$ cat src/rtl/cfg_serial_loader.sv
module cfg_serial_loader #(
  parameter int NREGS       = 27,
  parameter int BANK2_BASE  = 14,
  parameter int SYNC_STAGES = 2,
  parameter logic [NREGS*8-1:0] RESET_IMAGE = '0
) (
  input  logic               clk,
  input  logic               rst_n,
  input  logic               sck,
  input  logic               sload_n,
  input  logic               sdata,
  output logic [NREGS*8-1:0] regs_o
);
  localparam int AW = $clog2(NREGS + 1);

  logic [SYNC_STAGES-1:0] sck_sy, sl_sy, sd_sy;
  logic sck_d, sl_d;
  logic [2:0] bitcnt;
  logic [7:0] shreg;
  logic [AW-1:0] addr, addr_nxt;
  logic [NREGS-1:0] wr;
  logic [7:0] shadow [NREGS];
  logic [NREGS*8-1:0] live;

  always_ff @(posedge clk or negedge rst_n)
    if (!rst_n) begin
      sck_sy <= '0;
      sl_sy  <= '1;
      sd_sy  <= '0;
      sck_d  <= 1'b0;
      sl_d   <= 1'b1;
    end else begin
      sck_sy <= {sck_sy[SYNC_STAGES-2:0], sck};
      sl_sy  <= {sl_sy[SYNC_STAGES-2:0], sload_n};
      sd_sy  <= {sd_sy[SYNC_STAGES-2:0], sdata};
      sck_d  <= sck_sy[SYNC_STAGES-1];
      sl_d   <= sl_sy[SYNC_STAGES-1];
    end

  wire sck_q     = sck_sy[SYNC_STAGES-1];
  wire sl_q      = sl_sy[SYNC_STAGES-1];
  wire sd_q      = sd_sy[SYNC_STAGES-1];
  wire sl_fall   = !sl_q && sl_d;
  wire sl_rise   = sl_q && !sl_d;
  wire shift     = sck_q && !sck_d && !sl_q;
  wire word_done = shift && (bitcnt == 3'd7);
  wire [7:0] word = {sd_q, shreg[7:1]};

  always_comb begin
    if (addr == '0)
      addr_nxt = word[0] ? AW'(BANK2_BASE) : AW'(1);
    else if (addr < AW'(NREGS))
      addr_nxt = addr + AW'(1);
    else
      addr_nxt = addr;
  end

  always_ff @(posedge clk or negedge rst_n)
    if (!rst_n) begin
      bitcnt <= '0;
      shreg  <= '0;
      addr   <= '0;
    end else if (sl_fall) begin
      bitcnt <= '0;
      addr   <= '0;
    end else if (shift) begin
      bitcnt <= bitcnt + 3'd1;
      shreg  <= word;
      if (word_done) addr <= addr_nxt;
    end

  for (genvar i = 0; i < NREGS; i++) begin : g_reg
    wire hit = word_done && (addr == AW'(i));

    always_ff @(posedge clk or negedge rst_n)
      if (!rst_n) begin
        shadow[i] <= '0;
        wr[i]     <= 1'b0;
      end else if (sl_fall) begin
        wr[i] <= 1'b0;
      end else if (hit) begin
        shadow[i] <= word;
        wr[i]     <= 1'b1;
      end

    always_ff @(posedge clk or negedge rst_n)
      if (!rst_n)
        live[i*8 +: 8] <= RESET_IMAGE[i*8 +: 8];
      else if (sl_rise && wr[i])
        live[i*8 +: 8] <= shadow[i];
  end

  assign regs_o = live;
endmodule


$ cat config.mk
export PLATFORM = sky130hd
export DESIGN_NAME = cfg_serial_loader
export DESIGN_NICKNAME = d
export VERILOG_FILES = /design/src/rtl/cfg_serial_loader.sv
export SDC_FILE = /design/constraint.sdc
export NUM_CORES = 1
export LEC_CHECK = 0
export BUFFER_PORTS_ARGS = -buffer_cell sky130_fd_sc_hd__buf_2
export CORE_MARGIN = 4
export CORE_UTILIZATION = 45
export CTS_CLUSTER_SIZE = 24
export DETAILED_ROUTE_END_ITERATION = 8
export GPL_ROUTABILITY_DRIVEN = 0
export HOLD_SLACK_MARGIN = 0.12
export MAX_ROUTING_LAYER = met4
export PLACE_DENSITY = 0.66
export SETUP_SLACK_MARGIN = 0.2
export SLEW_MARGIN = 10
export SYNTH_ARGS = -nofsm -noshare
export SYNTH_HDL_FRONTEND = slang
export SYNTH_SLANG_ARGS = --single-unit
$ cat constraint.sdc
create_clock -name clk -period 2.75 [get_ports clk]
set_clock_uncertainty 0.15 [all_clocks]
set_input_delay 0.4125 -clock clk [delete_from_list [all_inputs] [get_ports clk]]
set_output_delay 0.4125 -clock clk [all_outputs]
set_load 0.02 [all_outputs]
==> results of run 1 <==
## power by group through the flow
stage | combinational [mW] | sequential (mW) | clock [mW]
floorplan | 0.238 | 7.28 | 0
global placement | 0.323 | 7.67 | 0
global route | 0.364 | 7.55 | 7.11
CTS | 0.334 | 7.55 | 6.84
finish | 0.319 | 7.53 | 6.64
detailed placement | 0.328 | 7.68 | 0
## synth_stat cells (7+ instances only)
library cell	instances	area share, %
buf_2	11	0.30
mux2_1	7	0.43
and2_1	7	0.24
inv_1	7	0.14
clkbuf_1	32	0.66
mux2_2	433	27
ha_1	7	0.48
nand2_1	46	0.94
a21oi_1	25	0.68
nand2_2	18	0.62
dfrtp_1	479	65
nor2_1	22	0.45
## cell type report
cell class,instances,area (um2)
diodes,2,5.00
clock buffers,75,1470
clock inverters,14,156
fillers,3294,17900
inverters,7,26.3
multi-input cells,605,6010
flip-flops and latches,482,12100
well taps,525,657
repair buffers,281,1680
## state kept, by name (all words and copies together), names as in the netlist
signal	count
wr	27
sl_sy	2
sl_d	1
shadow	216
bitcnt	3
shreg	7
addr	5
sck_sy	2
sck_d	1
sd_sy	2
regs_o	216
## metal layers
layer  part of all wire, %  track usage, %  up-vias
met5                     0               -        -
met4                   1.8            4.16        0
met3                   5.0            4.23       64
met2                    47            30.3      193
met1                    46            26.8     5407
li1                      -               -     4602
## metrics by stage
stage / power, mW / hold slack [ps] / setup slack [ps] / cells / instance area, um2
CTS: 14.7 / 200 / 211 / 1982 / 22000
global route: 15.0 / 202 / 143 / 1990 / 22100
finish: 14.5 / 198 / 314 / 1991 / 22100
detailed placement: 8.00 / 186 / 173 / 1889 / 20300
floorplan: 7.52 / -33.1 / 460 / 1144 / 18300
global placement: 8.00 / 184 / 200 / 1889 / 20300
## cell families (layout without fill, tap and decap cells)
logic type	count (synthesis)	after routing	share of synthesized area (%)
flip-flops	482	482	65.9
adder cells (fa/ha/maj)	7	7	0.478
AO/OA/AOI/OAI	40	40	1.31
multiplexers	441	441	27.1
buffers and inverters	57	377	1.35
AND/OR/NAND/NOR	117	117	3.83
other	0	2	0
## worst max-delay path, stage by stage (launching register included)
cell and delay (ps):
dfrtp_1 390, ha_1 160, ha_1 210, nand4bb_4 260
buf_12 220, nor4b_4 200, buf_4 220, nand2_2 180
mux2_2 310
## what timing repair did
item,CTS,global route
pin swaps,0,2
hold endpoints to repair,250,0
setup buffers,0,7
hold buffers,4,0
resized for setup,4,3
endpoints found under the setup margin,32,104
## how the worst max path moves through the flow
stage / startpoint / endpoint / slack [ps]
floorplan: addr[0] / shadow[208] / 460
global placement: bitcnt[0] / shadow[58] / 200
detailed placement: bitcnt[0] / shadow[59] / 170
CTS: bitcnt[0] / shadow[12] / 210
global route: bitcnt[0] / shadow[47] / 140
finish: bitcnt[0] / shadow[47] / 310
## placed cells by master, fill, tap and decap left out, types with 14 or more instances in the layout
cell type,synthesis,final
nand2_2,18,18
clkbuf_1,32,14
buf_4,1,49
buf_2,11,219
nor2_1,22,22
a21oi_1,25,25
nand2_1,46,46
mux2_2,433,433
dfrtp_1,479,473
clkbuf_16,0,51
==> summary.txt, run 1 <==
Synthesis
  – Post-synthesis cell type count: 38
  – Synth Cell Area: 18300 um2
  – Syn avg cell area: 16.0 um2
  – Post-synth ARST share: 100%
  – Number of synthesized flops with an enable pin: 0
  – Syn nets: ~1200
  – Synth Instances: 1144
  – FF+latch count, synth: a little under 500
  – Ys Warns: 0
  – Register area share after synthesis: 65.9%
  – Most used DFF post-synth: dfrtp_1

Critical path
  – CP Data Arrival Time: between 2000 and 3000 ps
  – Crit-path max FO: 8
  – Setup crit start kind: flip-flop
  – Worst endpoint required time: 3040 ps
  – Reg2Reg Depth: 8
  – Reg-to-Reg Start: bitcnt[0]
  – Worst R2R End: shadow[47]
  – Reg2Reg Setup Slack: ~310 ps
  – Worst setup path class: flip-flop to flip-flop
  – Worst setup EP type: flip-flop

Pwr
  – Sw power: 3.30 mW
  – Power share of the clock group: between 40% and 50%
  – Leakage: between 10 and 15 nW
  – Sw frac: a little under a quarter
  – Int Pwr: 11.2 mW
  – PD cells: 656 nW/um2
  – Seq pwr share: 52.0%
  – Maximum vdd drop: between 400 and 500 uV
  – Comb power frac: about 2.2%

Clock network
  – Clock Sinks: a little under 500
  – CTS tree: yes
  – Max Buffers Root-to-Sink: 3
  – Skew-Pair Late Insertion Delay: 570 ps
  – Clk slew on worst S/H paths: approximately 60 ps
  – Htree depth: 2
  – TritonCTS Buffers: 50
  – CTS Root Cell: clkbuf_16

Min path
  – Hold path start: sd_sy[0]
  – Hold depth: 0
  – Type of the worst min-delay path: flip-flop to flip-flop
  – Hold EP: sd_sy[1]

Drt
  – Post-Route WL: 41400 um
  – First drt pass iteration count: 4
  – Antenna Nets Post-Route: 0
  – Initial drt markers: 454
  – Total number of vias: between 10000 and 15000
  – Vias per inst: 5.16
  – Post-DR wirelength/cell: 20.8 um
  – DRC: 0

Placement
  – Input/output buffers: 220
  – Dpl hpwl: 26900 um

STA
  – Achievable frequency: ~0.4 GHz
  – Slew Viols, Final: 0
  – Sum Neg Setup Slack: 0 ps
  – RSZ-0062 raised after global routing: true
  – Period utilization: 88.6%
  – Minimum clock period after layout: 2440 ps
  – Worst Max-Slew Pin Slew: between 900 and 1000 ps
  – Final Hold Viols: 0
  – Max-slew headroom: 36.8%
  – # setup viols final: 0

Floorplan
  – Num rows: 73
  – I/O Pins: 221
  – Die Y: 210 um
  – Starting Density: about 46%
  – Die area: 44000 um2
  – Die W: 210 um
  – Core ar.: 40000 um2

GRT
  – Antenna violations before repair: 1
  – Vias in the first global route: about 11000
  – Global-route wire length before repair: around 65000 um
  – Largest net degree at the start of global routing: 71
  – Total global-route track usage: slightly below 20%
  – GRT overflow: 0

Final layout
  – P&R area growth vs syn: 20.6%
  – Layout cell share with drive strength beyond 1: 56.7%
  – Nets: approximately 1400
  – Final core occ: 55.2%

Job
  – Max Cap Viol: 0

Outcome
  – Outcome: completed
Power figures use the tool's default switching activity.
==> run 2, diff against run 1 <==
--- a/config.mk
+++ b/config.mk
@@ -14,6 +14,7 @@
 export HOLD_SLACK_MARGIN = 0.12
 export MAX_ROUTING_LAYER = met4
 export PLACE_DENSITY = 0.66
+export RECOVER_POWER = 25
 export SETUP_SLACK_MARGIN = 0.2
 export SLEW_MARGIN = 10
 export SYNTH_ARGS = -nofsm -noshare
==> run 2 against run 1 <==
Against the previous run: utilization fell by 0.066 points; combinational power fell by 1%; worst hold slack barely moved; power barely moved; wire length did not move; final cell count did not move; design area fell by 0.12%; global-route usage did not move; die area did not move; register-to-register slack got worse by 50 ps; critical path depth fell by 3; sequential power barely moved.
==> summary.txt, run 2 (synthesis gave the netlist of run 1 again) <==
GRT
  – Vias in the first global route: 10800
  – GRT Max-Usage Layer: met2
  – Largest net degree at the start of global routing: 71
  – Total global-route track usage: 19.5%
  – Global-route wire length before repair: 65100 um
  – Antenna violations before repair: 1
  – GRT overflow: 0
  – Met2 GRT Util: 30.3%
  – GR Util met3: roughly 4.2%
  – Met1 usage: a little over a quarter

Placement
  – Dpl hpwl: 26900 um
  – Pre-CTS setup slack: 173 ps
  – Area post-placement: 20300 um2
  – Placed Cells: between 1500 and 2000
  – Input/output buffers: 220

Final layout
  – Most frequent cells in the layout: 473 x dfrtp_1, 433 x mux2_2, 219 x buf_2
  – Nets: 1439
  – Filler instances: 3301
  – Area of the multi-input gates: 6010 um2
  – Finished Cell Area: 22000 um2
  – Most common cell after layout, fill and taps aside: dfrtp_1
  – Layout cell share with drive strength beyond 1: 56.4%
  – P&R area growth vs syn: 20.5%
  – Post-Layout Cell Count: about 2000
  – Final core occ: 55.1%
  – FF+latch area: roughly 12000 um2

STA
  – Max-slew headroom: approximately 10%
  – Period utilization: 90.3%
  – Sum Neg Setup Slack: 0 ps
  – Slew Viols, Final: 0
  – Final setup margin: 267 ps
  – Achievable frequency: 0.403 GHz
  – Final Hold Viols: 0
  – Worst Max-Slew Pin Slew: 1350 ps
  – # setup viols final: 0
  – RSZ-0062 raised after global routing: true
  – Minimum clock period after layout: roughly 2500 ps

Drt
  – First drt pass iteration count: 4
  – DRC: 0
  – Total number of vias: 10300
  – Post-DR wirelength/cell: 20.8 um
  – Post-Route WL: around 41000 um
  – Antenna Nets Post-Route: 0
  – Vias per inst: a little over 5
  – Initial drt markers: 440

Clock network
  – Clock Sinks: 482
  – CTS tree: yes
  – Clk slew on worst S/H paths: 60 ps
  – Htree depth: 2
  – CTS Root Cell: clkbuf_16
  – Max Buffers Root-to-Sink: 3
  – Skew-Pair Late Insertion Delay: 580 ps
  – TritonCTS Buffers: 50

Critical path
  – Setup crit start kind: flip-flop
  – Worst path max stage delay: 760 ps
  – Critical-path cell list: nand2b_1 -> and2_1 -> buf_4 -> nand2_2 -> mux2_2
  – Worst setup EP type: flip-flop
  – Worst endpoint required time: 3050 ps
  – Worst setup path class: flip-flop to flip-flop
  – Crit-path leading delay family: simple AND/OR/NAND/NOR gates
  – Slowest cell on crit path: dfstp_1
  – CP bufs+invs: 1
  – Crit-path max FO: 11
  – CP Data Arrival Time: 2780 ps

Floorplan
  – I/O Pins: 221
  – Starting Density: 45.8%
  – Die area: 44000 um2
  – Num rows: 73
  – Die Y: 210 um
  – Die W: 210 um
  – Core ar.: 40000 um2

Pwr
  – PD cells: 657 nW/um2
  – Power share of the clock group: 45.8%
  – Comb power frac: 2.2%
  – Leakage: around 12 nW
  – Sw frac: a little under a quarter
  – Seq pwr share: 52.0%
  – Sw power: 3.30 mW
  – Int Pwr: about 11 mW
  – Maximum vdd drop: about 500 uV

Min path
  – Type of the worst min-delay path: flip-flop to flip-flop

Outcome
  – Outcome: completed

Job
  – Max Cap Viol: 0
==> run 2: what timing repair did <==
action	in CTS	in global routing
pin swaps	0	2
setup endpoints to repair	32	104
endpoints found under the hold margin	250	0
buffers inserted	0	7
hold buffers	4	0
gates resized for setup	4	3
==> run 2: power by group through the flow <==
stage	clock, mW	sequential [mW]	combinational (mW)
after floorplan	0	7.28	0.238
after global placement	0	7.67	0.323
after detailed placement	0	7.68	0.328
after CTS	6.84	7.55	0.334
after global routing	7.11	7.55	0.360
final	6.64	7.53	0.315
==> run 2: cell type report <==
cell class,count,area share (%)
Timing Repair Buffer,281,7.50
Tap cell,525,2.98
Sequential cell,482,54.8
Multi-Input combinational cell,605,27.3
Inverter,7,0.119
Clock buffer,75,6.65
Clock inverter,14,0.709
Antenna cell,2,0.0227
==> run 2: path summary, 6_finish.rpt <==
check,slack [ps],cells past startpoint,end,from
worst max-delay path,270,5,shadow[39],sl_sy[1]
worst min-delay path,200,0,sck_sy[1],sck_sy[0]
worst max register to register,270,5,shadow[39],sl_sy[1]
worst min register to register,200,0,sck_sy[1],sck_sy[0]
max in group asynchronous,570,4,shreg[5],rst_n
min in group asynchronous,560,2,regs_o[102],rst_n
==> run 2: layer usage <==
| metal | wire, um | vias up | part of all wire [%] |
|---|---|---|---|
| li1 | - | 4601 | - |
| met1 | 19000 | 5418 | 46 |
| met2 | 19700 | 191 | 47 |
| met3 | 2010 | 64 | 4.8 |
| met4 | 747 | 0 | 1.8 |
| met5 | 0 | - | 0 |
==> run 2: metrics by stage <==
| step | hold slack (ps) | total power, mW |
|---|---|---|
| after floorplan | -33.1 | 7.52 |
| after global placement | 184 | 8.00 |
| after detailed placement | 186 | 8.00 |
| after CTS | 200 | 14.7 |
| after global routing | 202 | 15.0 |
| final | 198 | 14.5 |
==> run 3, diff against run 2 <==
--- a/config.mk
+++ b/config.mk
@@ -5,6 +5,7 @@
 export SDC_FILE = /design/constraint.sdc
 export NUM_CORES = 1
 export LEC_CHECK = 0
+export ABC_AREA = 1
 export BUFFER_PORTS_ARGS = -buffer_cell sky130_fd_sc_hd__buf_2
 export CORE_MARGIN = 4
 export CORE_UTILIZATION = 45
==> run 3 against run 2 <==
Against the previous run: wire length increased by 15%; sequential share of layout area grew 0.33 points; synthesized cell count rose by 71%; die area increased by 1.4%; count of clock-buffer cells in the layout down 9; first-iteration DRC count is 120% higher; highest routed layer unchanged; sequential power shrank 4.6%; critical path depth grew 1; global-route usage rose by 2.6 points.
==> summary.txt, run 3 <==
Placement
  – Dpl hpwl: 31600 um
  – Pre-CTS setup slack: about 490 ps
  – Area post-placement: 20200 um2
  – Input/output buffers: 220

Final layout
  – P&R area growth vs syn: 17.9%
  – FF+latch area: 12100 um2
  – Most common cell after layout, fill and taps aside: nand2_1
  – Diode count: 0
  – Nets: approximately 2200
  – Final core occ: 53.6%
  – Layout cell share with drive strength beyond 1: 17.4%
  – Filler instances: 3702
  – Area of the multi-input gates: roughly 5900 um2
  – Finished Cell Area: 21900 um2
  – Most frequent cells in the layout: 844 x nand2_1, 479 x dfrtp_1, 241 x nand3_1

Critical path
  – Slowest cell on crit path: nand3_1
  – Worst setup EP type: flip-flop
  – Crit-path max FO: 17
  – CP Data Arrival Time: 2590 ps
  – Worst setup startpoint: bitcnt[0]
  – Worst endpoint required time: around 3100 ps
  – Critical-path cell list: ha_1 -> ha_1 -> nand3_4 -> inv_1 -> nand3_1 -> o21ai_0
  – Reg2Reg Setup Slack: 480 ps
  – Setup crit start kind: flip-flop
  – CP dominant cell by count: ha_1
  – Reg-to-Reg Start: bitcnt[0]
  – Worst setup path class: flip-flop to flip-flop
  – CP Capture Point: shadow[114]
  – Worst path max stage delay: 490 ps
  – Worst R2R End: shadow[114]
  – Reg2Reg Depth: 6

STA
  – # setup viols final: 0
  – Worst Max-Slew Pin Slew: approximately 1200 ps
  – Slew Viols, Final: 0
  – RSZ-0062 raised after global routing: false
  – Sum Neg Setup Slack: 0 ps
  – Final setup margin: between 400 and 500 ps
  – Period utilization: 82.5%
  – Max-slew headroom: approximately 18%
  – Achievable frequency: 0.441 GHz
  – Minimum clock period after layout: 2270 ps
  – Final Hold Viols: 0

Drt
  – Vias per inst: about 5
  – Met3 WL: 2930 um
  – Antenna Nets Post-Route: 0
  – Post-DR wirelength/cell: 17.5 um
  – Total number of vias: between 10000 and 15000
  – First drt pass iteration count: 5
  – Met2 WL: 21900 um
  – Post-Route M1 WL: 21800 um
  – Post-Route WL: 47700 um
  – DRC: 0
  – Uppermost layer routed: met4
  – Initial drt markers: 984

Synthesis
  – FF+latch count, synth: 482
  – Syn avg cell area: 9.51 um2
  – Area fraction of the dominant cell type after synthesis: 64.5%
  – Post-synth ARST share: 100%
  – Syn nets: 1965
  – Cell taking the most area after synthesis: dfrtp_1
  – Ys Warns: 0
  – Number of synthesized flops with an enable pin: 0
  – Most used DFF post-synth: dfrtp_1
  – Register area share after synthesis: 64.9%
  – Synth Cell Area: about 19000 um2
  – Post-synth top cells: 845 x nand2_1, 479 x dfrtp_1, 241 x nand3_1, 120 x o21ai_0, 57 x o21ai_1
  – Synth top area cells: dfrtp_1 65%, nand2_1 17%, nand3_1 6.5%
  – Post-synthesis cell type count: 28
  – Synth Instances: 1953
  – Most common cell in the netlist: nand2_1

Clock network
  – Htree depth: 2
  – TritonCTS Buffers: 50
  – Hold buffer count at CTS: 4
  – Post-cts sizing count: 0
  – Clock Sinks: 482
  – Post-CTS setup buffers: 0
  – CTS Root Cell: clkbuf_16
  – CTS tree: yes
  – Max Buffers Root-to-Sink: 3
  – Clk slew on worst S/H paths: around 60 ps
  – Skew-Pair Late Insertion Delay: a little under 600 ps

Floorplan
  – I/O Pins: 221
  – Core ar.: roughly 41000 um2
  – Die Y: 211 um
  – Die area: 44600 um2
  – Num rows: 74
  – Die W: 211 um
  – Starting Density: 45.5%

GRT
  – Antenna violations before repair: 1
  – Total global-route track usage: 22.1%
  – Global-route wire length before repair: 76300 um
  – GRT overflow: 0
  – Vias in the first global route: around 14000
  – Largest net degree at the start of global routing: ~100

Outcome
  – Outcome: completed

Min path
  – Type of the worst min-delay path: flip-flop to flip-flop

Pwr
  – Maximum vdd drop: 483 uV
  – PD cells: 670 nW/um2
  – Design Power: around 15 mW
  – Leakage: ~12 nW

Job
  – Max Cap Viol: 0
run 3: cell types whose count changed after synthesis, moves of 22 or more:
cell     previous run  this run
o21ai_1             0        57
o21ai_0             4       120
buf_2              11        37
inv_1               7        29
mux2_2            433         0
a21oi_1            25         1
nand2_1            46       845
nand3_1             0       241
run 3: metrics by stage:
stage / hold WS, ps / std cells
after CTS: 199 / 2730
after detailed placement: 186 / 2638
after global placement: 185 / 2638
after global routing: 215 / 2730
final: 197 / 2730
after floorplan: -33.1 / 1953
run 3: final cells by class:
type                       instances  share of cell area, %
inverter                          31                  0.543
sequential                       482                   55.1
clock inverter                    22                   1.13
timing repair buffer             258                   6.72
clock buffer                      66                   6.68
tap                              532                   3.04
multi-input combinational       1339                   26.8
run 3: layer usage:
metal / track usage (%) / up-vias
met5: - / -
met2: 33.5 / 371
met4: 5.63 / 0
li1: - / 6706
met3: 4.37 / 73
met1: 30.9 / 6841
run 3: power by group:
part | switching (mW) | total (mW) | internal, mW | leakage, nW
clock network | 2.73 | 6.92 | 4.19 | 0.855
registers | 0.0643 | 7.18 | 7.12 | 6.71
logic | 0.470 | 0.559 | 0.0891 | 4.52
run 3: how the worst min path moves through the flow:
stage                          from   endpoint  cells after the start
final                     sck_sy[0]  sck_sy[1]                      0
after global routing       sd_sy[0]   sd_sy[1]                      0
after CTS                 sck_sy[0]  sck_sy[1]                      0
after detailed placement  sck_sy[0]  sck_sy[1]                      0
after global placement    sck_sy[0]  sck_sy[1]                      0
after floorplan               rst_n    addr[0]                      0
run 3: cells by family after synthesis:
kind of cell / after synthesis / share of synthesized area [%]
adders and majority gates: 7 / 0.471
and+or+nand+nor: 1146 / 25.9
DFF: 482 / 64.9
buffers and inverters: 132 / 3.50
AOI/OAI and AO/OA: 186 / 5.17
run 3: worst max-delay path: cells and delay by family (launching register included):
family / cells / cell delay, ps
flops: 1 / 370
compound gates: 1 / 360
buf+inv: 1 / 310
fa+ha+maj: 2 / 340
simple gates: 2 / 630
